**src/rtl/dma_req_pkg.sv**
```systemverilog
package dma_req_pkg;
  localparam logic [3:0] REQ_CODE_READ  = 4'hA;
  localparam logic [3:0] REQ_CODE_WRITE = 4'hB;
  localparam logic [2:0] RSP_CODE_DATA  = 3'd1;
  localparam logic [2:0] RSP_CODE_ACK   = 3'd2;

  typedef struct packed {
    logic capture;
    logic finishRd;
    logic finishWr;
    logic flagErr;
  } dmaStrobes_t;
endpackage

```
**src/rtl/dma_req_ctrl.sv**
```systemverilog
module dma_req_ctrl
  import dma_req_pkg::*;
(
  input  logic        clk,
  input  logic        rstN,
  input  logic        seqValid,
  input  logic        rspValid,
  input  logic [2:0]  rspType,
  input  logic        lineMatch,
  input  logic        pendWrite,
  output logic        seqReady,
  output dmaStrobes_t strb
);
  typedef enum logic {ST_IDLE, ST_BUSY} state_t;
  state_t state, stateNext;

  logic rspHit;
  assign rspHit = (state == ST_BUSY) && rspValid && lineMatch;

  always_comb begin
    strb      = '0;
    stateNext = state;
    if (state == ST_IDLE) begin
      if (seqValid) begin
        strb.capture = 1'b1;
        stateNext    = ST_BUSY;
      end
    end else if (rspHit) begin
      if (rspType == RSP_CODE_DATA && !pendWrite) begin
        strb.finishRd = 1'b1;
        stateNext     = ST_IDLE;
      end else if (rspType == RSP_CODE_ACK && pendWrite) begin
        strb.finishWr = 1'b1;
        stateNext     = ST_IDLE;
      end else begin
        strb.flagErr = 1'b1;
      end
    end
  end

  always_ff @(posedge clk) begin
    if (!rstN) state <= ST_IDLE;
    else       state <= stateNext;
  end

  assign seqReady = (state == ST_IDLE);

  AST_BUSY_AFTER_ACCEPT: assert property (@(posedge clk) disable iff (!rstN)
    (seqValid && seqReady) |=> !seqReady);
  AST_ERR_KEEPS_BUSY: assert property (@(posedge clk) disable iff (!rstN)
    strb.flagErr |=> !seqReady);
  AST_FINISH_FREES: assert property (@(posedge clk) disable iff (!rstN)
    (strb.finishRd || strb.finishWr) |=> seqReady);
  AST_IDLE_RSP_QUIET: assert property (@(posedge clk) disable iff (!rstN)
    (seqReady && !seqValid) |=> seqReady);
endmodule

```
**src/rtl/dma_req_path.sv**
```systemverilog
module dma_req_path
  import dma_req_pkg::*;
#(
  parameter int ADDR_W = 32,
  parameter int OFF_W  = 6,
  parameter int LEN_W  = 7,
  parameter int DATA_W = 64,
  parameter int DEST_W = 2
) (
  input  logic              clk,
  input  logic              rstN,
  input  dmaStrobes_t       strb,
  input  logic              seqIsWrite,
  input  logic [ADDR_W-1:0] seqAddr,
  input  logic [LEN_W-1:0]  seqLen,
  input  logic [DATA_W-1:0] seqData,
  input  logic [ADDR_W-1:0] rspAddr,
  input  logic [DATA_W-1:0] rspData,
  output logic              lineMatch,
  output logic              pendWrite,
  output logic              reqValid,
  output logic [3:0]        reqType,
  output logic [ADDR_W-1:0] reqAddr,
  output logic [LEN_W-1:0]  reqLen,
  output logic [DATA_W-1:0] reqData,
  output logic [DEST_W-1:0] reqDest,
  output logic              doneRead,
  output logic              doneWrite,
  output logic [DATA_W-1:0] doneData,
  output logic              protoErr
);
  logic [ADDR_W-1:0] holdAddr;
  logic [LEN_W-1:0]  holdLen;
  logic [DATA_W-1:0] holdData;
  logic              holdWrite;

  always_ff @(posedge clk) begin
    if (!rstN) begin
      holdAddr  <= '0;
      holdLen   <= '0;
      holdData  <= '0;
      holdWrite <= 1'b0;
    end else if (strb.capture) begin
      holdAddr  <= seqAddr;
      holdLen   <= seqLen;
      holdData  <= seqData;
      holdWrite <= seqIsWrite;
    end
  end

  always_ff @(posedge clk) begin
    if (!rstN) begin
      reqValid  <= 1'b0;
      doneRead  <= 1'b0;
      doneWrite <= 1'b0;
      protoErr  <= 1'b0;
      doneData  <= '0;
    end else begin
      reqValid  <= strb.capture;
      doneRead  <= strb.finishRd;
      doneWrite <= strb.finishWr;
      protoErr  <= strb.flagErr;
      if (strb.finishRd) doneData <= rspData;
    end
  end

  assign lineMatch = (rspAddr[ADDR_W-1:OFF_W] == holdAddr[ADDR_W-1:OFF_W]);
  assign pendWrite = holdWrite;
  assign reqType   = holdWrite ? REQ_CODE_WRITE : REQ_CODE_READ;
  assign reqAddr   = holdAddr;
  assign reqLen    = holdLen;
  assign reqData   = holdData;
  assign reqDest   = holdAddr[OFF_W +: DEST_W];

  AST_REQ_FOLLOWS_CAPTURE: assert property (@(posedge clk) disable iff (!rstN)
    strb.capture |=> reqValid);
  AST_REQ_SINGLE: assert property (@(posedge clk) disable iff (!rstN)
    reqValid |=> !reqValid);
  AST_DONE_SINGLE: assert property (@(posedge clk) disable iff (!rstN)
    (doneRead || doneWrite) |=> !(doneRead || doneWrite));
  AST_REQ_STABLE: assert property (@(posedge clk) disable iff (!rstN)
    (reqValid && !strb.capture) |=> $stable(reqAddr));
endmodule

```
**src/rtl/dma_req_engine.sv**
```systemverilog
module dma_req_engine
  import dma_req_pkg::*;
#(
  parameter int ADDR_W     = 32,
  parameter int LINE_BYTES = 64,
  parameter int DATA_W     = 64,
  parameter int DEST_W     = 2,
  localparam int OFF_W     = $clog2(LINE_BYTES),
  localparam int LEN_W     = OFF_W + 1
) (
  input  logic              clk,
  input  logic              rstN,
  input  logic              seqValid,
  output logic              seqReady,
  input  logic              seqIsWrite,
  input  logic [ADDR_W-1:0] seqAddr,
  input  logic [LEN_W-1:0]  seqLen,
  input  logic [DATA_W-1:0] seqData,
  output logic              reqValid,
  output logic [3:0]        reqType,
  output logic [ADDR_W-1:0] reqAddr,
  output logic [LEN_W-1:0]  reqLen,
  output logic [DATA_W-1:0] reqData,
  output logic [DEST_W-1:0] reqDest,
  input  logic              rspValid,
  input  logic [2:0]        rspType,
  input  logic [ADDR_W-1:0] rspAddr,
  input  logic [DATA_W-1:0] rspData,
  output logic              doneRead,
  output logic              doneWrite,
  output logic [DATA_W-1:0] doneData,
  output logic              protoErr
);
  dmaStrobes_t strb;
  logic lineMatch, pendWrite;

  dma_req_ctrl i_ctrl (
    .clk(clk), .rstN(rstN), .seqValid(seqValid), .rspValid(rspValid),
    .rspType(rspType), .lineMatch(lineMatch), .pendWrite(pendWrite),
    .seqReady(seqReady), .strb(strb)
  );

  dma_req_path #(
    .ADDR_W(ADDR_W), .OFF_W(OFF_W), .LEN_W(LEN_W),
    .DATA_W(DATA_W), .DEST_W(DEST_W)
  ) i_path (
    .clk(clk), .rstN(rstN), .strb(strb), .seqIsWrite(seqIsWrite),
    .seqAddr(seqAddr), .seqLen(seqLen), .seqData(seqData),
    .rspAddr(rspAddr), .rspData(rspData), .lineMatch(lineMatch),
    .pendWrite(pendWrite), .reqValid(reqValid), .reqType(reqType),
    .reqAddr(reqAddr), .reqLen(reqLen), .reqData(reqData), .reqDest(reqDest),
    .doneRead(doneRead), .doneWrite(doneWrite), .doneData(doneData),
    .protoErr(protoErr)
  );
endmodule

```
**config.mk**
```make
export PLATFORM = sky130hd
export DESIGN_NAME = dma_req_engine
export DESIGN_NICKNAME = d
export VERILOG_FILES = /design/src/rtl/dma_req_pkg.sv /design/src/rtl/dma_req_ctrl.sv /design/src/rtl/dma_req_path.sv /design/src/rtl/dma_req_engine.sv
export SDC_FILE = /design/constraint.sdc
export NUM_CORES = 1
export LEC_CHECK = 0
export CAP_MARGIN = 20
export CORE_AREA = 2 2 149 151
export CTS_CLUSTER_SIZE = 14
export DETAILED_ROUTE_END_ITERATION = 8
export DIE_AREA = 0 0 151 153
export DONT_BUFFER_PORTS = 1
export HOLD_SLACK_MARGIN = 0.12
export PLACE_DENSITY = 0.52
export SYNTH_ARGS = -nofsm -noshare
export SYNTH_HDL_FRONTEND = slang
export SYNTH_SLANG_ARGS = --single-unit
```
**constraint.sdc**
```tcl
create_clock -name clk -period 2.45 [get_ports clk]
set_clock_uncertainty 0.05 [all_clocks]
set_input_delay 0.49 -clock clk [delete_from_list [all_inputs] [get_ports clk]]
set_output_delay 0.49 -clock clk [all_outputs]
set_load 0.02 [all_outputs]
```
After elaboration in Yosys (flattened, before gate mapping)
Index checks and enable logic that the tools add are counted.
{"block": "op_classes", "eq_ne": 3, "muxes": 12, "bitwise_logic": 3, "reduce_logical": 6}
{"operator": "$eq 26x26->1", "n": 1}
{"operator": "$mux 1", "n": 9}
{"operator": "$mux 3", "n": 2}
{"operator": "$logic_and 1x1->1", "n": 4}
{"operator": "$reduce_or 4->1", "n": 1}
{"operator": "$eq 3x1->1 const B", "n": 1}
{"operator": "$eq 3x2->1 const B", "n": 1}
{"operator": "$not 1->1", "n": 3}
{"operator": "$mux 2", "n": 1}
{"operator": "$logic_not 1->1", "n": 1}
{"block": "totals", "regBits": 173, "input_bits": 207, "out_inout_bits": 178, "elab_cells": 34}

Depth between registers and ports, before layout
{"block": "logic_depth", "word_depth": 6, "mapped_depth": 7, "mapped_depth_nobuf": 5}

Hierarchy
From an unflattened synthesis, not the netlist that was laid out.
{"block": "unflattened", "cells_unflattened": 606, "hier_area_um2": 6829.0}
{"mod": "dma_req_path", "n_inst": 1, "cells_each": 593, "area_each_um2": 6737.7, "seq_area_each_um2": 3443.3}
{"mod": "dma_req_ctrl", "n_inst": 1, "cells_each": 13, "area_each_um2": 91.3, "seq_area_each_um2": 20.0}

Worst setup path after synthesis
Ideal clock, no wire load.
{"block": "synth_timing", "path_kind": "input to register", "startpoint": "input rspType[1]", "endpoint": "register i_path.doneData[10]", "setup_ps": 126, "arrival_ps": 1868, "t_required_ps": 2274, "path_slack_ps": 407, "cell_stages": 7, "n_path_buf": 2, "cell_sequence": "nand2b_4 or3_4 or3_1 buf_6 buf_6 o31ai_1 a21boi_1"}
{"block": "synth_via", "elab_chain_cells": 5}
{"element": "from (decl)", "line": "dma_req_engine.sv:26", "rtl": "input logic [2:0] rspType,"}
{"element": "$eq 3x1->1", "line": "dma_req_ctrl.sv:29", "rtl": "if (rspType == RSP_CODE_DATA && !pendWrite) begin"}
{"element": "$logic_and 1x1->1", "line": "dma_req_ctrl.sv:29"}
{"element": "$mux 1", "line": "dma_req_ctrl.sv:29"}
{"element": "$mux 3", "line": "dma_req_ctrl.sv:28", "rtl": "end else if (rspHit) begin"}
{"element": "$mux 3", "line": "dma_req_ctrl.sv:23", "rtl": "if (state == ST_IDLE) begin"}
{"element": "to (signal assigned)", "line": "dma_req_path.sv:63", "rtl": "if (strb.finishRd) doneData <= rspData;"}
{"element": "to (decl)", "line": "dma_req_path.sv:29", "rtl": "output logic [DATA_W-1:0] doneData,"}
No other way between the ends.
A chain may end at the register's enable or synchronous reset.

Worst setup path after layout
{"block": "layout_timing", "startpoint": "register i_path.holdAddr[26] (netlist: i_path.reqAddr[26])", "endpoint": "register i_path.doneData[40]"}
{"block": "layout_via", "elab_chain_cells": 4}
{"element": "from (decl)", "line": "dma_req_path.sv:32", "rtl": "logic [ADDR_W-1:0] holdAddr;"}
{"element": "from (signal assigned)", "line": "dma_req_path.sv:44", "rtl": "holdAddr <= seqAddr;"}
{"element": "$eq 26x26->1", "line": "dma_req_path.sv:67", "rtl": "assign lineMatch = (rspAddr[ADDR_W-1:OFF_W] == holdAddr[ADDR_W-1:OFF_W]);"}
{"element": "$logic_and 1x1->1", "line": "dma_req_ctrl.sv:18", "rtl": "assign rspHit = (state == ST_BUSY) && rspValid && lineMatch;"}
{"element": "$mux 3", "line": "dma_req_ctrl.sv:28"}
{"element": "$mux 3", "line": "dma_req_ctrl.sv:23"}
No other way between the ends.

==> results.py <==
metrics = {
    "run_status": {
        "status": "complete, no violations",
    },
    "synth": {
        "synthSimpleGateAreaFrac_pct": 19.1,
        "netlist_instances": 829,
        "synth.avg_cell_area_um2": 8.82,
        "synth_common_cells": "nand2_1, dfxtp_1, a21boi_0",
        "synth.area.top_cells": "dfxtp_1, a21boi_0, nand2_1",
        "netlist_area_um2": 7310,
        "synth.yosys.seq_area_share_pct": 47.4,
        "ys_ff_latch": 173,
        "muxShareOfSynthArea_pct": 0.137,
        "synth_edf_count": 0,
        "synthXorXnorAreaFrac_pct": 2.40,
        "yosysTopAreaCell": "dfxtp_1",
        "yosysMostFrequentCell": "nand2_1",
        "synth.top_cell.area_share_pct": 47.4,
        "synth-compound-area-share_pct": 24.8,
        "synth_warnings": 0,
        "ys_types": 37,
        "synthAdderAreaFrac_pct": 0,
        "async_flop_share_pct": 0,
        "synth_ff_type": "dfxtp_1",
        "synth_top_family_by_area": "compound AO/OA/AOI/OAI gates",
    },
    "clocking": {
        "cts_tree": "built",
        "clk_pin_slew_ps": 80,
        "clock_latency_ps": 430,
        "cts_made_buffers": 17,
        "cts_num_sinks": 173,
        "postCtsSetupRepairBufs": 0,
        "cts_root_buf": "clkbuf_16",
        "cts.repair.resized": 0,
        "clock_path_buffers": 2,
        "htreeDepth": 4,
        "ctsHoldBuffers": 1,
    },
    "critical_path": {
        "startpoint_type": "flop",
        "worst_ep_required_time_ps": 2760,
        "critical_path_class": "reg2reg",
        "cp-end-kind": "flop",
        "cp_max_fo": 50,
        "r2r_slack_ps": 270,
        "arrival_ps": 2490,
    },
    "flow_run": {
        "drv_cap": 0,
    },
    "die": {
        "num_io_pins": 385,
        "dieArea_um2": 23100,
        "initial_core_util_pct": 34.0,
        "die_height_um": 153,
        "design.core.area_um2": 21500,
        "rows": 54,
        "dieWidth_um": 151,
    },
    "routing": {
        "wirelength_um": 22000,
        "ant_nets": 0,
        "drtIter0Drc": 213,
        "dr.pass1.iters": 5,
        "vias_per_cell": 5.41,
        "post_drt_wl_per_cell_um": 20.1,
        "vias": 5920,
        "drcViolationCount": 0,
    },
    "sta": {
        "rsz0062_at_grt": "no",
        "final_max_slew_viol_count": 0,
        "setup-violations-final": 0,
        "final-hold-violation-count": 0,
        "finalCritPeriodShare_pct": 89.0,
        "clock.fmax_mhz": 459,
        "fin_setup_tns_ps": 0,
        "hold-worst-slack_ps": 149,
        "period_minus_slack_ps": 2180,
    },
    "power_and_ir_drop": {
        "p_per_area_nw_per_um2": 744,
        "leakage_nw": 2.83,
        "irDropWorstVdd_mv": 0.424,
    },
    "placement": {
        "numPortBuffers": 0,
        "gp_congestion": 0.808,
        "dp_hpwl_um": 15000,
    },
    "global_route": {
        "grt_pass1_vias": 5892,
        "grt_overflow": 0,
        "grt_pass1_wl_um": 33300,
        "grt_usage_pct": 18.4,
        "grt_max_degree": 172,
        "antenna_found_initial": 0,
    },
    "cells_and_area": {
        "fin_nets": 1008,
        "drive_gt1_share_pct": 10.2,
        "syn_to_final_growth_pct": 12.6,
        "n_antenna_cell": 0,
    },
    "worst_hold_path": {
        "min_path_type": "in2reg",
    },
}
power by group:
part,internal (mW),leakage (nW),switching [mW],total (mW)
Combinational,0.162,1.13,0.209,0.371
Sequential,2.91,1.41,0.171,3.08
Clock,1.40,0.287,1.27,2.67
Total,4.48,2.83,1.65,6.13
placed cells by master (no fill, tap or decap), types with 2 or more instances in the layout:
cell / count
a21boi_0: 108
a21boi_1: 60
buf_12: 8
buf_4: 30
clkbuf_16: 17
clkbuf_8: 2
clkinv_4: 2
conb_1: 3
dfxtp_1: 173
inv_1: 5
inv_6: 6
inv_8: 4
nand2_1: 209
nand2b_1: 2
nand4_1: 68
nor2_1: 3
nor2b_1: 5
nor4_1: 2
o31ai_1: 64
xnor2_1: 8
xor2_1: 12
final cells by class:
type,instances,area (um2)
Clock buffer,19,453
Clock inverter,13,120
Fill cell,2220,13300
Inverter,5,18.8
Multi-Input combinational cell,565,3430
Sequential cell,173,3460
Tap cell,280,350
Timing Repair Buffer,39,395
state kept, by name (all words and copies together), names as in the netlist:
register          flops
i_path.reqAddr       32
i_path.pendWrite      1
i_path.reqData       64
i_path.protoErr       1
i_path.reqValid       1
i_path.doneRead       1
i_path.doneWrite      1
i_path.doneData      64
i_path.reqLen         7
i_ctrl.state          1
worst max-delay path, cell delays in order, from the launching register on:
cell,delay [ps]
dfxtp_1,510
and2b_1,270
a2111oi_4,320
and4_2,360
buf_12,250
nand4_1,170
a21boi_1,160
per-stage QoR:
stage | power (mW) | instance area (um2) | setup WS [ps] | utilization (%) | cells
after floorplan | 3.43 | 7310 | 407 | - | 830
after global placement | 3.52 | 7650 | 237 | 35.6 | 1061
after detailed placement | 3.52 | 7650 | 188 | 35.6 | 1061
after CTS | 6.23 | 8230 | 267 | 38.3 | 1094
after global routing | 6.39 | 8230 | 152 | 38.3 | 1094
final | 6.13 | 8230 | 270 | 38.3 | 1094
metal layers:
metal | vias to the layer above | track usage, % | share of wire, %
li1 | 2835 | - | -
met1 | 2785 | 21.4 | 39
met2 | 274 | 30.2 | 47
met3 | 26 | 8.09 | 12
met4 | 0 | 5.96 | 1.9
met5 | - | 0 | 0
cell families (layout without fill, tap and decap cells):
kind of cell	after synthesis	after routing
buf+inv	92	76
mux	1	1
flops	173	173
simple gates	303	303
compound gates	238	238
other cells	2	3
xor+xnor	20	20
path summary, 6_finish.rpt:
kind                                    startpoint             endpoint  cells after the start
worst max register to register  i_path.reqAddr[26]  i_path.doneData[40]                      6
worst min register to register    i_path.reqLen[0]     i_path.reqLen[0]                      2
worst max-delay path            i_path.reqAddr[26]  i_path.doneData[40]                      6
worst min-delay path                   seqAddr[25]   i_path.reqAddr[25]                      2
Note: power is estimated with default switching activity, not from simulation.
